===== config.mk =====
export PLATFORM = sky130hd
export DESIGN_NAME = lrs_engine
export DESIGN_NICKNAME = d
export VERILOG_FILES = /design/src/rtl/lrs_pkg.sv /design/src/rtl/lrs_cand_gen.sv /design/src/rtl/lrs_scorer.sv /design/src/rtl/lrs_engine.sv
export SDC_FILE = /design/constraint.sdc
export NUM_CORES = 1
export LEC_CHECK = 0
export BUFFER_PORTS_ARGS = -buffer_cell sky130_fd_sc_hd__buf_2
export CAP_MARGIN = 5
export CORE_MARGIN = 1
export CORE_UTILIZATION = 65
export DETAILED_ROUTE_END_ITERATION = 6
export PLACE_DENSITY = 0.87
export SETUP_SLACK_MARGIN = 0.1
export SLEW_MARGIN = 20
export SYNTH_ARGS = -nofsm -noshare
export SYNTH_HDL_FRONTEND = slang
export SYNTH_SLANG_ARGS = --single-unit

===== constraint.sdc =====
create_clock -name clk -period 44.6 [get_ports clk]
set_input_delay 0 -clock clk [delete_from_list [all_inputs] [get_ports clk]]
set_output_delay 0 -clock clk [all_outputs]
set_load 0.05 [all_outputs]

===== src/rtl/lrs_pkg.sv =====
package lrs_pkg;

    typedef enum logic [0:0] {
        ST_IDLE = 1'b0,
        ST_EVAL = 1'b1
    } lrs_state_e;

    typedef struct packed {
        logic none;
        logic pol;
        logic cin;
    } lrs_flags_t;

    // Entry is inside the used portion when all unused input bits are 0.
    function automatic logic entry_used(int unsigned idx, int unsigned mask);
        return (idx & ~mask) == 0;
    endfunction

    // Entry lies on side pol of input k.
    function automatic logic side_hit(int unsigned idx, int unsigned k, logic pol);
        return logic'((idx >> k) & 1) == pol;
    endfunction

endpackage


===== src/rtl/lrs_cand_gen.sv =====
module lrs_cand_gen #(
    parameter int NIN = 6,
    localparam int ENT = 1 << NIN,
    localparam int IW  = (NIN > 1) ? $clog2(NIN) : 1
) (
    input  logic [ENT-1:0] base,
    input  logic           en,
    input  logic [IW-1:0]  k,
    input  logic           pol,
    output logic [ENT-1:0] cand
);
    for (genvar i = 0; i < ENT; i++) begin : g_ent
        always_comb begin
            cand[i] = base[i] ^ (en & lrs_pkg::side_hit(i, 32'(k), pol));
        end
    end
endmodule


===== src/rtl/lrs_scorer.sv =====
module lrs_scorer #(
    parameter int NIN = 6,
    localparam int ENT = 1 << NIN,
    localparam int SW  = NIN + 1
) (
    input  logic [ENT-1:0] tbl,
    input  logic [NIN-1:0] mask,
    output logic [SW-1:0]  ones,
    output logic [SW-1:0]  zeros,
    output logic [SW-1:0]  score
);
    logic [ENT-1:0] used_v;
    logic [SW-1:0]  used_n;

    for (genvar i = 0; i < ENT; i++) begin : g_used
        always_comb used_v[i] = lrs_pkg::entry_used(i, 32'(mask));
    end

    always_comb begin
        ones   = SW'($countones(tbl & used_v));
        used_n = SW'($countones(used_v));
        zeros  = used_n - ones;
        score  = (ones > zeros) ? ones : zeros;
    end
endmodule


===== src/rtl/lrs_engine.sv =====
module lrs_engine #(
    parameter int NIN = 6,
    localparam int ENT = 1 << NIN,
    localparam int IW  = (NIN > 1) ? $clog2(NIN) : 1
) (
    input  logic           clk,
    input  logic           rst,
    input  logic           start,
    input  logic [ENT-1:0] tbl_in,
    input  logic [NIN-1:0] use_mask,
    output logic           done,
    output logic [ENT-1:0] tbl_out,
    output logic [IW-1:0]  sel_idx,
    output logic           sel_pol,
    output logic           no_change,
    output logic           cin_sel
);
    import lrs_pkg::*;

    localparam int LASTC = 2 * NIN;
    localparam int CW    = $clog2(LASTC + 1);
    localparam int SW    = NIN + 1;

    lrs_state_e     st;
    logic [CW-1:0]  cand;
    logic [CW-1:0]  cand_m1;
    logic [ENT-1:0] base_q;
    logic [NIN-1:0] mask_q;
    logic [IW-1:0]  cur_k;
    logic           cur_pol;
    logic           is_orig;
    logic           cur_used;
    logic [ENT-1:0] cand_tbl;
    logic [SW-1:0]  c_ones, c_zeros, c_score;
    logic [SW-1:0]  best_score;
    logic [ENT-1:0] best_tbl;
    logic [IW-1:0]  best_idx;
    lrs_flags_t     best_f;
    logic           take;

    always_comb begin
        is_orig  = (cand == '0);
        cand_m1  = cand - CW'(1);
        cur_k    = IW'(cand_m1 >> 1);
        cur_pol  = cand_m1[0];
        cur_used = mask_q[cur_k];
        take     = is_orig || (cur_used && (c_score > best_score));
    end

    lrs_cand_gen #(.NIN(NIN)) u_gen (
        .base (base_q),
        .en   (!is_orig),
        .k    (cur_k),
        .pol  (cur_pol),
        .cand (cand_tbl)
    );

    lrs_scorer #(.NIN(NIN)) u_score (
        .tbl   (cand_tbl),
        .mask  (mask_q),
        .ones  (c_ones),
        .zeros (c_zeros),
        .score (c_score)
    );

    always_ff @(posedge clk) begin
        if (rst) begin
            st         <= ST_IDLE;
            cand       <= '0;
            base_q     <= '0;
            mask_q     <= '0;
            done       <= 1'b0;
            best_tbl   <= '0;
            best_idx   <= '0;
            best_score <= '0;
            best_f     <= '{none: 1'b1, pol: 1'b0, cin: 1'b0};
        end else begin
            done <= 1'b0;
            case (st)
                ST_IDLE: begin
                    if (start) begin
                        base_q <= tbl_in;
                        mask_q <= use_mask;
                        cand   <= '0;
                        st     <= ST_EVAL;
                    end
                end
                ST_EVAL: begin
                    if (take) begin
                        best_tbl   <= cand_tbl;
                        best_score <= c_score;
                        best_idx   <= is_orig ? '0 : cur_k;
                        best_f     <= '{none: is_orig,
                                        pol:  is_orig ? 1'b0 : cur_pol,
                                        cin:  !(c_zeros > c_ones)};
                    end
                    if (cand == CW'(LASTC)) begin
                        st   <= ST_IDLE;
                        done <= 1'b1;
                    end else begin
                        cand <= cand + CW'(1);
                    end
                end
                default: st <= ST_IDLE;
            endcase
        end
    end

    assign tbl_out   = best_tbl;
    assign sel_idx   = best_idx;
    assign sel_pol   = best_f.pol;
    assign no_change = best_f.none;
    assign cin_sel   = best_f.cin;
endmodule


==> flow_metrics.tcl, run 1 <==
set metrics [dict create \
    pwr-share-clk_pct 32.2 \
    drc 2 \
    cp_slowest_cell "a2111oi_0" \
    netlist_area_um2 12800 \
    slew_viol_final 0 \
    cts_resized 0 \
    fin_crit_ns 17.52 \
    fin_crit_sh_pct 39.3 \
    cp_top_family "adder cells" \
    seq_area_frac_synth_pct 23.9 \
    ys_ff_latch 153 \
    nets 1941 \
    slowest_delay_ns 0.86 \
    first_iter_violations 1287 \
    first_pass_iters 7 \
    swShare_pct 38.3 \
    crit_buf_inv 12 \
    p_leak_nw 6.68 \
    cp.arrival_ns 17.85 \
    postCtsSetupRepairBufs 0 \
    crit_type "reg -> reg" \
    gp_congestion 0.989 \
    yosysWarningCount 0 \
    antenna_found_initial 0 \
    rsz0062_at_grt "false" \
    start_util_pct 66.1 \
    netlist_instances 1505 \
    vias_per_cell 6.12 \
    clk_pin_slew_ns 0.07 \
    violations "DRC" \
    holdBufCountCts 70 \
    timing.fmax_mhz 57.1 \
    p_seq_share_pct 32.9 \
    skew_ns 0.00824 \
    synth_area_per_cell_um2 8.52 \
    async_flop_share_pct 0 \
    dp_cells 1825 \
    grtUsageTotal_pct 40.0 \
    stdcell_count 1926 \
    core_um2 19400 \
    final_common_cell "inv_1" \
    cp_max_fo 59 \
    ir_drop_uv 30.9 \
    area_delta_synth_final_pct 15.4 \
    num_rows 51 \
    numClockSinks 153 \
    startpoint_type "register" \
    tns_ns 0 \
    hold_viol_final 0 \
    port_buffers 143 \
    n_antenna_cell 0 \
    cts_tree "built" \
    power-per-cell-area_nw_per_um2 32.5 \
    cp.required_ns 44.93 \
    worstSkewPairLatency_ns 0.44 \
    clockBufferDepth 2 \
    drive_above_1_share_pct 14.6 \
    relSlewSlack_pct 31.9 \
    grt_overflow 0 \
    drt_wl_total_um 40000 \
    via_count 11800 \
    path_common_cell "fa_1" \
    dp_hpwl_um 28000 \
    grt_pass1_wl_um 61200 \
    synthFlopType "dfxtp_1" \
    io_pins 144 \
    syn-num-nets 1797 \
    pwr-share-comb_pct 34.9 \
    switching_power_mw 0.184 \
    grt_max_degree 87 \
    ys_types 68 \
    fin_hold_ws_ns 0.0544 \
    tightest_slew_ns 0.995 \
    numCtsBuffers 17 \
    setup.worst_path.end_class "register" \
    hp-class "in -> reg" \
    die-area_um2 20300 \
    grt_pass1_vias 11800 \
    maxCapViolCount 0 \
    synth_edf_count 0 \
    detail-route-antenna-nets 0 \
    clockRootBuffer "clkbuf_16" \
    mostFrequentLayoutCells "194 x inv_1, 179 x nand2_1, 153 x dfxtp_1" \
    status "complete, but fails checks" \
    die_x_um 142 \
    dieHeight_um 142 \
    htree_levels 4 \
    p_int_mw 0.298 \
    setup_violations 0 \
    detail_route.wl_per_cell_um 20.8 \
]
==> power by group through the flow <==
stage	clock network, mW	logic [mW]	registers [mW]
floorplan	0	0.100	0.179
global placement	0	0.153	0.161
detailed placement	0	0.158	0.161
CTS	0.154	0.164	0.158
global route	0.160	0.182	0.159
finish	0.155	0.168	0.159
==> stage by stage <==
step / util (%) / instance area (µm²) / total power, mW / setup WS (ns)
6_report: 76.3 / 14800 / 0.482 / 27.08
5_1_grt: 76.3 / 14800 / 0.501 / 26.18
4_1_cts: 76.3 / 14800 / 0.475 / 27.36
3_5_place_dp: 69.5 / 13500 / 0.319 / 27.42
3_3_place_gp: 69.5 / 13500 / 0.314 / 27.91
2_1_floorplan: - / 12800 / 0.279 / 29.48
==> cells by family after synthesis <==
kind of cell | after synthesis | share of synthesized area (%)
and+or+nand+nor | 437 | 15.2
AOI/OAI and AO/OA | 285 | 15.1
muxes | 30 | 2.49
xor gates and xnor gates | 88 | 6.12
buffers and inverters | 293 | 9.43
DFF | 153 | 23.9
adders and majority gates | 219 | 27.7
==> worst reg2reg max path, delay by kind of cell, from the launching register on <==
family,cells,cell delay (ns)
xor+xnor,2,0.56
simple gates,4,1.38
fa+ha+maj,21,9.18
buf+inv,12,1.65
flops,1,0.31
compound gates,9,3.60
mux,2,0.73
==> path summary, 6_finish.rpt <==
check                start             to  slack, ns  cells past startpoint
max                cand[0]     sel_idx[2]      27.08                     50
min                  start      base_q[9]       0.05                      4
max reg2reg        cand[0]     sel_idx[2]      27.08                     50
min reg2reg  best_score[2]  best_score[2]       0.47                      2
==> area by class of cell <==
type	instances	area [µm²]
clock buffer	17	425
clock inverter	14	188
fill	1287	4590
inverter	195	732
multi-input combinational	1059	8570
sequential	153	3060
tap	265	332
timing repair buffer	223	1490
==> state kept, by name, indices dropped and copies added, names as in the netlist <==
signal and count:
base_q 64, best_score 7, cand 4, cin_sel 1, done 1, mask_q 6, no_change 1, sel_idx 3
sel_pol 1, st 1, tbl_out 64
==> routing by layer <==
| metal | vias up | part of all wire [%] | global-route usage (%) |
|---|---|---|---|
| met3 | 207 | 9.6 | 9.42 |
| li1 | 5235 | - | - |
| met5 | - | 0 | 0 |
| met4 | 0 | 6.1 | 20.9 |
| met1 | 5622 | 37 | 47.7 |
| met2 | 726 | 47 | 67.2 |
==> synth_stat cells (2+ instances only) <==
cell type  number  area share [%]
and3_1          3            0.15
a211oi_1        9            0.53
xor2_1         34             2.3
mux2i_1        24             1.9
o32ai_1         3            0.20
nand2b_1        3            0.15
a21oi_1       134             5.2
o31ai_1        21             1.2
dfxtp_1       153              24
buf_1           2           0.059
buf_6          10            0.88
xnor2_1        53             3.6
buf_4           5            0.29
ha_1          110              11
a211oi_2       35             3.4
nor2_1         90             2.6
or3_1           7            0.34
nand3_1        31             1.2
clkbuf_1       68             2.0
and2_1         10            0.49
nand2_1       179             5.2
nor3_1         82             3.2
a21o_1          6            0.35
buf_2          13            0.51
o221ai_1        2            0.14
a22oi_1         3            0.18
nor3b_1         4            0.23
a31oi_1         7            0.34
o21ai_0        33             1.3
inv_1         194             5.7
a2111oi_0       2            0.14
o21a_1          7            0.41
fa_1          109              17
mux2_2          5            0.44
nand4_1         3            0.15
o211ai_1        3            0.18
nor2b_1        14            0.68
nor4_1          2           0.098
a211o_1         2            0.14
o21bai_1        2            0.12
(Power assumes the default switching activity.)
==> run 2: changes to the inputs <==
--- a/config.mk
+++ b/config.mk
@@ -8,9 +8,9 @@
 export BUFFER_PORTS_ARGS = -buffer_cell sky130_fd_sc_hd__buf_2
 export CAP_MARGIN = 5
 export CORE_MARGIN = 1
-export CORE_UTILIZATION = 65
+export CORE_UTILIZATION = 61
 export DETAILED_ROUTE_END_ITERATION = 6
-export PLACE_DENSITY = 0.87
+export PLACE_DENSITY = 0.83
 export SETUP_SLACK_MARGIN = 0.1
 export SLEW_MARGIN = 20
 export SYNTH_ARGS = -nofsm -noshare
==> constraint.sdc (replaced) <==
create_clock -name clk -period 16.5 [get_ports clk]
set_input_delay 0 -clock clk [delete_from_list [all_inputs] [get_ports clk]]
set_output_delay 0 -clock clk [all_outputs]
set_load 0.05 [all_outputs]
==> flow_metrics.tcl, run 2 (synthesis gave the netlist of run 1 again) <==
set metrics [dict create \
    status "completed" \
    clockRootBuffer "clkbuf_16" \
    setup_violations 0 \
    hp-class "in -> reg" \
    timing.fmax_mhz 64.4 \
    cp.arrival_ns 15.87 \
    clockBufferDepth 2 \
    holdPathStages 4 \
    skew_ns 0.0128 \
    startpoint_type "register" \
    cp_slowest_cell "or4b_2" \
    setup.worst_path.end_class "register" \
    port_buffers 143 \
    fin_crit_sh_pct 94.2 \
    numCtsBuffers 17 \
    grt_overflow 0 \
    tightest_slew_ns 1.04 \
    reg2reg_depth 53 \
    grt_pass1_wl_um 60200 \
    drc 0 \
    first_iter_violations 1182 \
    detail-route-antenna-nets 0 \
    drt_wl_total_um 39200 \
    cp_max_fo 59 \
    num_rows 52 \
    antenna_found_initial 0 \
    hold_viol_final 0 \
    first_pass_iters 7 \
    stdcell_count 1939 \
    cp_top_family "adder cells" \
    cp.depth 53 \
    fin_crit_ns 15.54 \
    start_util_pct 62.8 \
    die_x_um 147 \
    grtUsageTotal_pct 36.4 \
    p_leak_nw 6.73 \
    via_count 11700 \
    slew_viol_final 0 \
    crit_buf_inv 13 \
    n_antenna_cell 0 \
    rsz0062_at_grt "false" \
    slowest_delay_ns 0.61 \
    mostFrequentLayoutCells "194 x inv_1, 179 x nand2_1, 153 x dfxtp_1" \
    clk_pin_slew_ns 0.07 \
    ir_drop_uv 68.8 \
    dp_cells 1837 \
    relSlewSlack_pct 30.2 \
    htree_levels 4 \
    final_common_cell "inv_1" \
    grt_max_degree 77 \
    tns_ns 0 \
    dp_hpwl_um 27900 \
    area_delta_synth_final_pct 16.2 \
    postCtsSetupRepairBufs 0 \
    numClockSinks 153 \
    nets 1948 \
    cp.required_ns 16.83 \
    crit_type "reg -> reg" \
    die-area_um2 21600 \
    grt_pass1_vias 11300 \
    detail_route.wl_per_cell_um 20.2 \
    io_pins 144 \
    worstSkewPairLatency_ns 0.44 \
    fin_hold_ws_ns 0.0568 \
    dieHeight_um 147 \
    cts_tree "built" \
    maxCapViolCount 0 \
    power-per-cell-area_nw_per_um2 88.1 \
    p_total_mw 1.31 \
    fin_util_pct 73.0 \
    drive_above_1_share_pct 15.0 \
    vias_per_cell 6.03 \
    core_um2 20400 \
    gp_congestion 0.981 \
]
## run 2: per-layer routing
metal	up-vias	part of all wire, %	GRT usage [%]
li1	5257	-	-
met1	5625	39	46.3
met2	674	48	60.4
met3	139	8.7	6.96
met4	0	4.2	15.8
met5	-	0	0
## run 2: path summary, 6_finish.rpt
check	startpoint	end	slack (ns)
max	cand[0]	sel_pol	0.96
min	start	base_q[9]	0.06
max reg2reg	cand[0]	sel_pol	0.96
min reg2reg	base_q[6]	base_q[6]	0.47
## run 2: what timing repair did
| action | in CTS | in global routing |
|---|---|---|
| endpoints found under the hold margin | 70 | 0 |
| hold buffers | 70 | 0 |
| setup endpoints to repair | 0 | 77 |
| gates resized for setup | 0 | 4 |
## run 2: cell type report
| class | count | area (µm²) |
|---|---|---|
| Clock buffer | 18 | 439 |
| Clock inverter | 14 | 181 |
| Fill cell | 1497 | 5520 |
| Inverter | 195 | 732 |
| Multi-Input combinational cell | 1059 | 8600 |
| Sequential cell | 153 | 3060 |
| Tap cell | 270 | 338 |
| Timing Repair Buffer | 230 | 1560 |
## run 2: power by group
part / internal (mW) / total, mW / switching [mW]
Clock: 0.235 / 0.425 / 0.191
Combinational: 0.165 / 0.460 / 0.295
Sequential: 0.400 / 0.428 / 0.0272
Total: 0.800 / 1.31 / 0.513
## run 2: per-stage QoR
stage | setup slack [ns] | area (µm²)
floorplan | 1.38 | 12800
global placement | 0.907 | 13600
detailed placement | 0.548 | 13600
CTS | 0.500 | 14900
global route | 0.182 | 14900
finish | 0.962 | 14900
## run 2: worst register-to-register path: cells and delay by family, from the launching register on
kind / cells / cell delay (ns)
xor+xnor: 1 / 0.22
flops: 1 / 0.33
compound gates: 11 / 2.91
fa+ha+maj: 21 / 8.99
simple gates: 6 / 1.52
mux: 1 / 0.42
buf+inv: 13 / 1.05
==> run 3: changes to the inputs <==
--- a/config.mk
+++ b/config.mk
@@ -8,9 +8,8 @@
 export BUFFER_PORTS_ARGS = -buffer_cell sky130_fd_sc_hd__buf_2
 export CAP_MARGIN = 5
 export CORE_MARGIN = 1
-export CORE_UTILIZATION = 61
+export CORE_UTILIZATION = 45
 export DETAILED_ROUTE_END_ITERATION = 6
-export PLACE_DENSITY = 0.83
 export SETUP_SLACK_MARGIN = 0.1
 export SLEW_MARGIN = 20
 export SYNTH_ARGS = -nofsm -noshare
==> flow_metrics.tcl, run 3 (synthesis gave the netlist of run 1 again) <==
set metrics [dict create \
    drive_above_1_share_pct 15.2 \
    n_antenna_cell 0 \
    nets 1960 \
    r2r_start "cand[2]" \
    cp_top_family "adder cells" \
    status "completed" \
    io_pins 144 \
    grt_pass1_wl_um 61000 \
    clk_pin_slew_ns 0.08 \
    relSlewSlack_pct 32.3 \
    timing.fmax_mhz 64.4 \
    tightest_slew_ns 1.02 \
    crit_start "cand[2]" \
    r2r-end "tbl_out[11]" \
    cp.depth 51 \
    hold_viol_final 0 \
    clockBufferDepth 2 \
    dp_hpwl_um 30400 \
    grt_max_degree 74 \
    placed_cell_area_um2 13700 \
    detail-route-antenna-nets 0 \
    postCtsSetupRepairBufs 0 \
    port_buffers 143 \
    skew_ns 0.0120 \
    grt_overflow 0 \
    setup_violations 0 \
    stdcell_count 2059 \
    cp_max_fo 48 \
    fin_crit_sh_pct 94.2 \
    hp-class "in -> reg" \
    tns_ns 0 \
    slew_viol_final 0 \
    setup.worst_path.end_class "register" \
    fin_hold_ws_ns 0.0531 \
    dieHeight_um 171 \
    fin_crit_ns 15.54 \
    mostFrequentLayoutCells "194 x inv_1, 179 x nand2_1, 153 x dfxtp_1" \
    p_total_mw 1.33 \
    htree_levels 4 \
    drt_wl_total_um 39800 \
    startpoint_type "register" \
    fin_area_um2 15200 \
    num_rows 61 \
    grtUsageTotal_pct 27.8 \
    drc 0 \
    final_common_cell "inv_1" \
    cp.required_ns 16.85 \
    maxCapViolCount 0 \
    fin_ws_ns 0.962 \
    via_count 11200 \
    first_pass_iters 5 \
    path_common_cell "fa_1" \
    cp_slowest_cell "dfxtp_1" \
    grt_pass1_vias 10900 \
    detail_route.wl_per_cell_um 19.3 \
    worstSkewPairLatency_ns 0.44 \
    crit_buf_inv 11 \
    vias_per_cell 5.44 \
    crit_end "tbl_out[11]" \
    slowest_delay_ns 0.75 \
    antenna_found_initial 0 \
    reg2reg_depth 51 \
    dp_cells 1951 \
    rsz0062_at_grt "false" \
    numCtsBuffers 17 \
    fin_util_pct 54.3 \
    cp.arrival_ns 15.89 \
    core_um2 27900 \
    die-area_um2 29200 \
    hold_start "start" \
    numClockSinks 153 \
    power-per-cell-area_nw_per_um2 88.0 \
    area_delta_synth_final_pct 18.2 \
    p_leak_nw 6.82 \
    cts_tree "built" \
    start_util_pct 45.9 \
    die_x_um 171 \
    clockRootBuffer "clkbuf_16" \
    gp_congestion 0.985 \
    crit_type "reg -> reg" \
    place_ws_ns 0.922 \
    first_iter_violations 961 \
    ir_drop_uv 63.1 \
    ff2ff_setup_slack_ns 0.96 \
]
## run 3: changes by cell type in the layout (fill, tap and decap cells not counted)
cell,before,now
a2111oi_0,1,2
a2111oi_2,1,0
buf_4,17,23
bufinv_16,2,4
clkbuf_8,1,0
clkinv_2,0,1
clkinv_4,2,1
clkinv_8,1,0
clkinvlp_4,1,0
dlygate4sd3_1,70,76
inv_8,4,5
nand2_4,0,1
nand2_8,1,0
## run 3: routing by layer
metal | routed length [µm] | global-route usage (%) | vias to the layer above
li1 | - | - | 5291
met5 | 0 | 0 | -
met4 | 984 | 8.15 | 0
met1 | 17500 | 37.5 | 5453
met3 | 2340 | 3.86 | 68
met2 | 19000 | 46.2 | 385
## run 3: cell type report
| type | instances | area (µm²) |
|---|---|---|
| tap | 378 | 473 |
| timing repair buffer | 242 | 1660 |
| inverter | 195 | 732 |
| clock buffer | 17 | 425 |
| sequential | 153 | 3060 |
| clock inverter | 15 | 225 |
| fill | 2658 | 12800 |
| multi-input combinational | 1059 | 8580 |
## run 3: tightest hold or removal path, cell delays in order
cell     delay [ns]
buf_2          0.11
nor2b_4        0.19
nand2_1        0.09
a21oi_1        0.05
## run 3: report_power, final
part | switching (mW) | internal [mW] | total (mW)
Sequential | 0.0279 | 0.400 | 0.428
Clock | 0.193 | 0.261 | 0.454
Combinational | 0.287 | 0.165 | 0.452
Total | 0.508 | 0.826 | 1.33
## run 3: timing repair
action,in CTS,in global routing
endpoints found under the hold margin,70,0
setup endpoints to repair,0,13
resized for setup,0,1
hold buffers,76,0
## run 3: worst min path at each step
stage | end | slack (ns) | cells past startpoint
after global routing | base_q[6] | 0.07 | 4
after global placement | base_q[16] | 0.24 | 3
after detailed placement | base_q[20] | 0.25 | 3
after CTS | base_q[6] | 0.06 | 4
final | base_q[6] | 0.05 | 4
after floorplan | base_q[0] | 0.14 | 2
